--- src/rtl/ir_symbol_capture.sv ---
module ir_symbol_capture #(
  parameter int DEPTH = 64,
  parameter int FILT_LEN = 3,
  parameter int READY_CYCLES = 8,
  parameter int UNITS_PER_TICK = 10,
  parameter logic [15:0] MAXW_RESET = 16'h3E80
) (
  input  logic        clk,
  input  logic        rst_n,
  input  logic        ir_in,
  input  logic        reg_wr,
  input  logic        reg_rd,
  input  logic [3:0]  reg_addr,
  input  logic [31:0] reg_wdata,
  output logic [31:0] reg_rdata,
  output logic        irq
);
  localparam int AW = $clog2(DEPTH);
  localparam int CW = AW + 1;
  localparam int FW = $clog2(FILT_LEN) + 1;
  localparam int RW = $clog2(READY_CYCLES + 1);
  localparam int UW = (UNITS_PER_TICK > 1) ? $clog2(UNITS_PER_TICK) : 1;

  localparam logic [3:0] A_EN = 4'd0, A_CFG = 4'd1, A_BUSY = 4'd2, A_START = 4'd3,
                         A_COUNT = 4'd4, A_DATA = 4'd5, A_MASK = 4'd6, A_STAT = 4'd7,
                         A_CLR = 4'd8;

  typedef enum logic [1:0] {S_IDLE, S_LOW, S_HIGH} st_t;

  logic [1:0]    sync_q;
  logic          filt_q, filt_d1;
  logic [FW-1:0] fcnt;
  logic          en_q, cap_q;
  logic [RW-1:0] busy_cnt;
  logic [31:0]   cfg_q;
  logic [2:0]    mask_q, raw_q;
  logic [6:0]    pre_cnt;
  logic [UW-1:0] dec_cnt;
  st_t           st;
  logic [15:0]   pcnt, scnt;
  logic [31:0]   mem [DEPTH];
  logic [AW-1:0] wr_ptr, rd_ptr;
  logic [CW-1:0] cnt;

  wire wr_en    = reg_wr && reg_addr == A_EN;
  wire wr_cfg   = reg_wr && reg_addr == A_CFG;
  wire wr_start = reg_wr && reg_addr == A_START;
  wire wr_mask  = reg_wr && reg_addr == A_MASK;
  wire wr_clr   = reg_wr && reg_addr == A_CLR;
  wire stop     = wr_en && !reg_wdata[0];
  wire start_ok = wr_start && en_q && busy_cnt == '0 && !stop;

  wire fall = filt_d1 && !filt_q;
  wire rise = !filt_d1 && filt_q;

  // input conditioning
  always_ff @(posedge clk or negedge rst_n) begin
    if (!rst_n) begin
      sync_q <= 2'b11; filt_q <= 1'b1; filt_d1 <= 1'b1; fcnt <= '0;
    end else begin
      sync_q  <= {sync_q[0], ir_in};
      filt_d1 <= filt_q;
      if (sync_q[1] == filt_q) fcnt <= '0;
      else if (fcnt == FW'(FILT_LEN - 1)) begin
        filt_q <= sync_q[1];
        fcnt   <= '0;
      end else fcnt <= fcnt + 1'b1;
    end
  end

  // control registers
  always_ff @(posedge clk or negedge rst_n) begin
    if (!rst_n) begin
      en_q <= 1'b0; cap_q <= 1'b0; busy_cnt <= '0; mask_q <= 3'b111;
      cfg_q <= {MAXW_RESET, 2'b00, 6'd0, 1'b1, 7'd0};
    end else begin
      if (wr_en) en_q <= reg_wdata[0];
      if (wr_en && reg_wdata[0] && !en_q) busy_cnt <= RW'(READY_CYCLES);
      else if (stop) busy_cnt <= '0;
      else if (busy_cnt != '0) busy_cnt <= busy_cnt - 1'b1;
      if (stop) cap_q <= 1'b0;
      else if (start_ok) cap_q <= 1'b1;
      if (wr_cfg) cfg_q <= reg_wdata;
      if (wr_mask) mask_q <= reg_wdata[2:0];
    end
  end

  // tick generator
  wire pre_wrap = pre_cnt >= cfg_q[6:0];
  wire dec_last = dec_cnt == UW'(UNITS_PER_TICK - 1);
  wire tick     = cap_q && pre_wrap && dec_last;

  always_ff @(posedge clk or negedge rst_n) begin
    if (!rst_n) begin
      pre_cnt <= '0; dec_cnt <= '0;
    end else if (!cap_q || start_ok) begin
      pre_cnt <= '0; dec_cnt <= '0;
    end else if (pre_wrap) begin
      pre_cnt <= '0;
      dec_cnt <= dec_last ? '0 : dec_cnt + 1'b1;
    end else pre_cnt <= pre_cnt + 1'b1;
  end

  // symbol measurement
  wire [15:0] p_inc = (st == S_LOW && tick && pcnt != 16'hFFFF) ? pcnt + 1'b1 : pcnt;
  wire [15:0] s_inc = (st == S_HIGH && tick && scnt != 16'hFFFF) ? scnt + 1'b1 : scnt;
  wire [16:0] sum   = {1'b0, p_inc} + {1'b0, s_inc};
  wire tmo_evt = cap_q && st != S_IDLE && sum >= {1'b0, cfg_q[31:16]};
  wire push    = tmo_evt || (cap_q && st == S_HIGH && fall);
  wire [31:0] push_word = {s_inc, p_inc};

  always_ff @(posedge clk or negedge rst_n) begin
    if (!rst_n) begin
      st <= S_IDLE; pcnt <= '0; scnt <= '0;
    end else if (!cap_q || start_ok) begin
      st <= S_IDLE; pcnt <= '0; scnt <= '0;
    end else if (tmo_evt) begin
      st <= fall ? S_LOW : S_IDLE; pcnt <= '0; scnt <= '0;
    end else begin
      case (st)
        S_IDLE: if (fall) begin st <= S_LOW; pcnt <= '0; scnt <= '0; end
        S_LOW: begin
          pcnt <= p_inc;
          if (rise) st <= S_HIGH;
        end
        default: begin
          scnt <= s_inc;
          if (fall) begin st <= S_LOW; pcnt <= '0; scnt <= '0; end
        end
      endcase
    end
  end

  // receive FIFO
  wire full    = cnt == CW'(DEPTH);
  wire do_push = push && !full;
  wire pop     = reg_rd && reg_addr == A_DATA && cnt != '0;
  wire [CW-1:0] cnt_nxt = cnt + CW'(do_push) - CW'(pop);

  always_ff @(posedge clk) if (do_push) mem[wr_ptr] <= push_word;

  always_ff @(posedge clk or negedge rst_n) begin
    if (!rst_n) begin
      wr_ptr <= '0; rd_ptr <= '0; cnt <= '0;
    end else begin
      if (do_push) wr_ptr <= wr_ptr + 1'b1;
      if (pop) rd_ptr <= rd_ptr + 1'b1;
      cnt <= cnt_nxt;
    end
  end

  // interrupt flags: raw_q = {overflow, timeout, receive}
  wire rx_set = do_push && (32'(cnt_nxt) > 32'(cfg_q[13:8]));

  always_ff @(posedge clk or negedge rst_n) begin
    if (!rst_n) raw_q <= '0;
    else begin
      if (rx_set) raw_q[0] <= 1'b1;
      else if (wr_clr && reg_wdata[16]) raw_q[0] <= 1'b0;
      if (tmo_evt) raw_q[1] <= 1'b1;
      else if (wr_clr && reg_wdata[17]) raw_q[1] <= 1'b0;
      if (push && full) raw_q[2] <= 1'b1;
      else if (wr_clr && reg_wdata[18] && cnt == '0) raw_q[2] <= 1'b0;
    end
  end

  wire [2:0] masked = raw_q & ~mask_q;
  assign irq = |masked;

  always_comb begin
    reg_rdata = '0;
    case (reg_addr)
      A_EN:    reg_rdata = {31'd0, en_q};
      A_CFG:   reg_rdata = cfg_q;
      A_BUSY:  reg_rdata = {31'd0, busy_cnt != '0};
      A_COUNT: reg_rdata = 32'(cnt);
      A_DATA:  reg_rdata = (cnt != '0) ? mem[rd_ptr] : '0;
      A_MASK:  reg_rdata = {29'd0, mask_q};
      A_STAT:  reg_rdata = {5'd0, raw_q, 13'd0, masked, 8'd0};
      default: reg_rdata = '0;
    endcase
  end

  assert_busy_after_en_R2: assert property (@(posedge clk) disable iff (!rst_n)
    (wr_en && reg_wdata[0] && !en_q) |=> (busy_cnt != '0));
  assert_cap_needs_en_R2: assert property (@(posedge clk) disable iff (!rst_n)
    cap_q |-> en_q);
  assert_tmo_flag_R4: assert property (@(posedge clk) disable iff (!rst_n)
    tmo_evt |=> raw_q[1]);
  assert_pop_dec_R6: assert property (@(posedge clk) disable iff (!rst_n)
    (pop && !do_push) |=> (cnt == $past(cnt) - CW'(1)));
  assert_no_overflow_R8: assert property (@(posedge clk) disable iff (!rst_n)
    (push && full) |=> (raw_q[2] && $stable(wr_ptr)));
  assert_ovf_hold_R9: assert property (@(posedge clk) disable iff (!rst_n)
    (raw_q[2] && wr_clr && reg_wdata[18] && cnt != '0) |=> raw_q[2]);
endmodule

--- config.mk ---
export PLATFORM = sky130hd
export DESIGN_NAME = ir_symbol_capture
export DESIGN_NICKNAME = d
export VERILOG_FILES = /design/src/rtl/ir_symbol_capture.sv
export SDC_FILE = /design/constraint.sdc
export NUM_CORES = 2
export LEC_CHECK = 0
export ABC_AREA = 0
export BUFFER_PORTS_ARGS = -buffer_cell sky130_fd_sc_hd__buf_2
export CORE_UTILIZATION = 50
export CTS_CLUSTER_DIAMETER = 50
export DETAILED_ROUTE_END_ITERATION = 7
export PLACE_DENSITY = 0.65
export SYNTH_ARGS = -nofsm -noshare
export SYNTH_HDL_FRONTEND = slang
export SYNTH_SLANG_ARGS = --single-unit
--- constraint.sdc ---
create_clock -name clk -period 13.75 [get_ports clk]
set_input_delay 0.6875 -clock clk [delete_from_list [all_inputs] [get_ports clk]]
set_output_delay 0.6875 -clock clk [all_outputs]
set_load 0.05 [all_outputs]
==> results.md <==
* Final setup violation count at 0
* Horiz. Die Dim at 417 um
* H-tree levels at 4
* Most frequent CP cell: ha_1
* Global-route wire length before repair at 306000 um
* Area Overhead vs Synth at 13.0%
* YS warnings at 0
* Cells after synthesis at 3911
* Max transition margin at 0.176
* Crit path DAT at 10270 ps
* Critical path class: reg -> reg
* Largest net degree at the start of global routing at 141
* Syn_nets at 4014
* CTS tree: yes
* Tmin final at 9570 ps
* Status: completed
* Post-synthesis register bit count at 2163
* VDD IR-drop max at 0.166 mV
* Reg2Reg Depth at 37
* Diode count at 0
* Final Hold Violating Endpoints at 0
* CP max stage cell: nor3b_1
* Die Ht at 417 um
* Setup Total Neg Slack at 0 ps
* Die area at 174000 sq um
* Count of different cell masters after synthesis at 75
* Total grt overflow at 0
* Initial antenna violation count at 11
* Total GRT Usage at 0.249
* Worst Path Max Fanout at 65
* Fin nets at 4235
* CTS buffer count at 216
* EDFF count, synth at 2048
* Share of cells above drive strength 1 at 0.317
* Routed Antenna Nets at 0
* FMAX at 105 MHz
* DR vias at 41973
* Pre-antenna DRT Iters at 6
* Initial DRC count at 5318
* Metal2 WL at 102000 um
* Post-synth ARST share at 0.0532
* Worst hold path depth at 2
* Hold crit path type: in -> reg
* Final worst-path cycle share at 0.696
* Vias/cell at 6.42
* Vias in the first global route at 42035
* Wire length per cell at 32.5 um
* Core ar. at 170000 sq um
* Port bufs at 73
* Worst setup margin at 4180 ps
* Max Slew Vio Count at 0
* Mean Syn Cell Area at 22.0 sq um
* PwrDens at 159 nW/um^2
* Starting Density at 0.506
* CTS max path bufs at 3
* CP Data Required Time at 14450 ps
* Wl on met1 at 89700 um
* Pre-CTS setup slack at 4260 ps
* Leak pwr at 25.4 nW
* Row count at 151
* Clock Latency Late Sink at 870 ps
* Detail Placement HPWL at 116000 um
* Detailed Route WL at 212000 um
* Worst-Margin Slew at 1240 ps
* Root buf cell: clkbuf_16
* Slowest Stage Delay on Critical Path at 970 ps
* # fillers at 12228
* RSZ-0062 raised after global routing: false
* Top Ports at 74
* Met3 WL at 17000 um
* TritonCTS Sinks at 2163
* Top Metal Used: met5
* Residual DRC at 0
* Synth Cell Area at 86000 sq um
* Routability cong. at 0.904
* Clock skew at 51.6 ps
* Critical Path Source Type: flop
* Clock slew seen by the registers of the worst setup and hold paths at 60 ps
* Crit. End Element: flop
* Max_cap viols at 0
* Post-synth top flop: edfxtp_1
* Seq/Total Area, Yosys at 0.749
-- per-layer routing --
layer | track usage | vias to the layer above
met4 | 0.0599 | 4
li1 | - | 16962
met5 | 0 | -
met3 | 0.0391 | 274
met1 | 0.373 | 22826
met2 | 0.388 | 1907
-- sequential cells by signal, summed over array words and instances (netlist names) --
register and cells:
wr_ptr 6, fcnt 3, mask_q 3, scnt 16
rd_ptr 6, busy_cnt 4, en_q 1, cap_q 1
sync_q 2, cfg_q 32, pre_cnt 7, dec_cnt 4
st 2, filt_d1 1, mem 2048, cnt 7
raw_q 3, filt_q 1, pcnt 16
-- area by class of cell --
cell class | count | area [sq um] | share of cell area
Inverter | 59 | 221 | 0.00228
Multi-Input combinational cell | 1479 | 21200 | 0.218
Timing Repair Buffer | 213 | 1520 | 0.0157
Tap cell | 2218 | 2780 | 0.0286
Sequential cell | 2163 | 64400 | 0.663
Clock inverter | 148 | 1420 | 0.0146
Clock buffer | 258 | 5610 | 0.0578
-- timing repair --
action / 4_1_cts / 5_1_grt
gates resized for setup: 0 / 0
endpoints found under the hold margin: 45 / 0
buffers inserted: 0 / 0
setup endpoints to repair: 0 / 0
hold buffers: 2 / 0
-- cell families (layout without fill, tap and decap cells) --
kind of cell,Yosys count,count (layout),synth area share
AND/OR/NAND/NOR,449,449,0.0262
buffers and inverters,269,678,0.0121
adder cells (fa/ha/maj),62,62,0.00920
AO/OA/AOI/OAI,179,179,0.0145
flip-flops,2163,2163,0.749
XOR/XNOR,67,67,0.00683
multiplexers,722,722,0.182
-- stage by stage --
stage	total power [mW]	cell area [sq um]	instances	util	hold WS (ps)
after global placement	9.87	90100	6130	0.530	352
final	15.5	97200	6538	0.571	81.8
after detailed placement	9.86	90100	6130	0.530	348
after global routing	16.0	97200	6538	0.571	48.9
after floorplan	9.12	86000	3911	-	345
after CTS	15.6	97200	6538	0.571	20.8
-- report_power, final --
group	total (mW)	switching [mW]	leakage (nW)	internal (mW)
combinational	2.35	1.35	6.29	1.00
sequential	7.33	0.164	15.7	7.16
clock	5.80	2.53	3.43	3.27
total	15.5	4.04	25.4	11.4
-- path summary, 6_finish.rpt --
kind	from	to	slack (ps)
hold reg to reg	sync_q[0]	sync_q[1]	360
max in group asynchronous	rst_n	rd_ptr[0]	11730
hold / removal	reg_wdata[20]	cfg_q[20]	80
min in group asynchronous	rst_n	busy_cnt[0]	450
setup reg to reg	pre_cnt[2]	raw_q[0]	4180
setup / recovery	pre_cnt[2]	raw_q[0]	4180
-- placed cells by master, fill, tap and decap left out, drive strengths merged, types with 6 or more instances in the layout --
cell | Yosys | layout
a21oi | 47 | 47
o21ai | 31 | 31
ha | 60 | 60
mux2i | 10 | 10
clkinv | 0 | 110
nand3 | 33 | 33
o211ai | 8 | 8
nand4 | 48 | 48
bufinv | 0 | 18
nor4 | 15 | 15
nand2b | 16 | 16
o21a | 6 | 6
nor3 | 70 | 70
and3 | 6 | 6
nand2 | 110 | 110
clkinvlp | 0 | 8
a21o | 14 | 14
clkbuf | 128 | 258
inv | 59 | 71
buf | 82 | 211
nor2b | 11 | 11
edfxtp | 2048 | 2048
mux4 | 670 | 670
dfrtp | 101 | 101
nand3b | 12 | 12
nor3b | 6 | 6
or2 | 8 | 8
nor2 | 90 | 90
xor2 | 24 | 24
and2 | 7 | 7
xnor2 | 43 | 43
a22oi | 25 | 25
o31ai | 9 | 9
and4 | 6 | 6
mux2 | 42 | 42
dfstp | 14 | 14
-- synthesized netlist by cell type (16+ instances only) --
cell type  count  area share
xor2_1        24      0.0024
dfrtp_1      101       0.029
nand3_1       32      0.0019
nand2_1      110      0.0048
o21ai_0       30      0.0017
mux2_2        41      0.0054
ha_1          60      0.0087
clkbuf_1     127      0.0055
edfxtp_1    2048        0.72
buf_1         72      0.0031
nor3_1        70      0.0041
nand4_1       48      0.0035
nor2_1        90      0.0039
inv_1         59      0.0026
a21oi_1       46      0.0027
a22oi_1       25      0.0022
mux4_2       670        0.18
xnor2_1       43      0.0044
nand2b_1      16      0.0012
-- worst max-delay path: cells and delay by family, from the launching register on --
kind                     cells  cell delay, ps
multiplexers                 1             260
buffers and inverters        2             560
AO/OA/AOI/OAI               15            3630
flip-flops                   1             420
XOR/XNOR                     2             320
AND/OR/NAND/NOR             10            2040
adder cells (fa/ha/maj)      7            2210
Note: power is estimated with default switching activity, not from simulation.
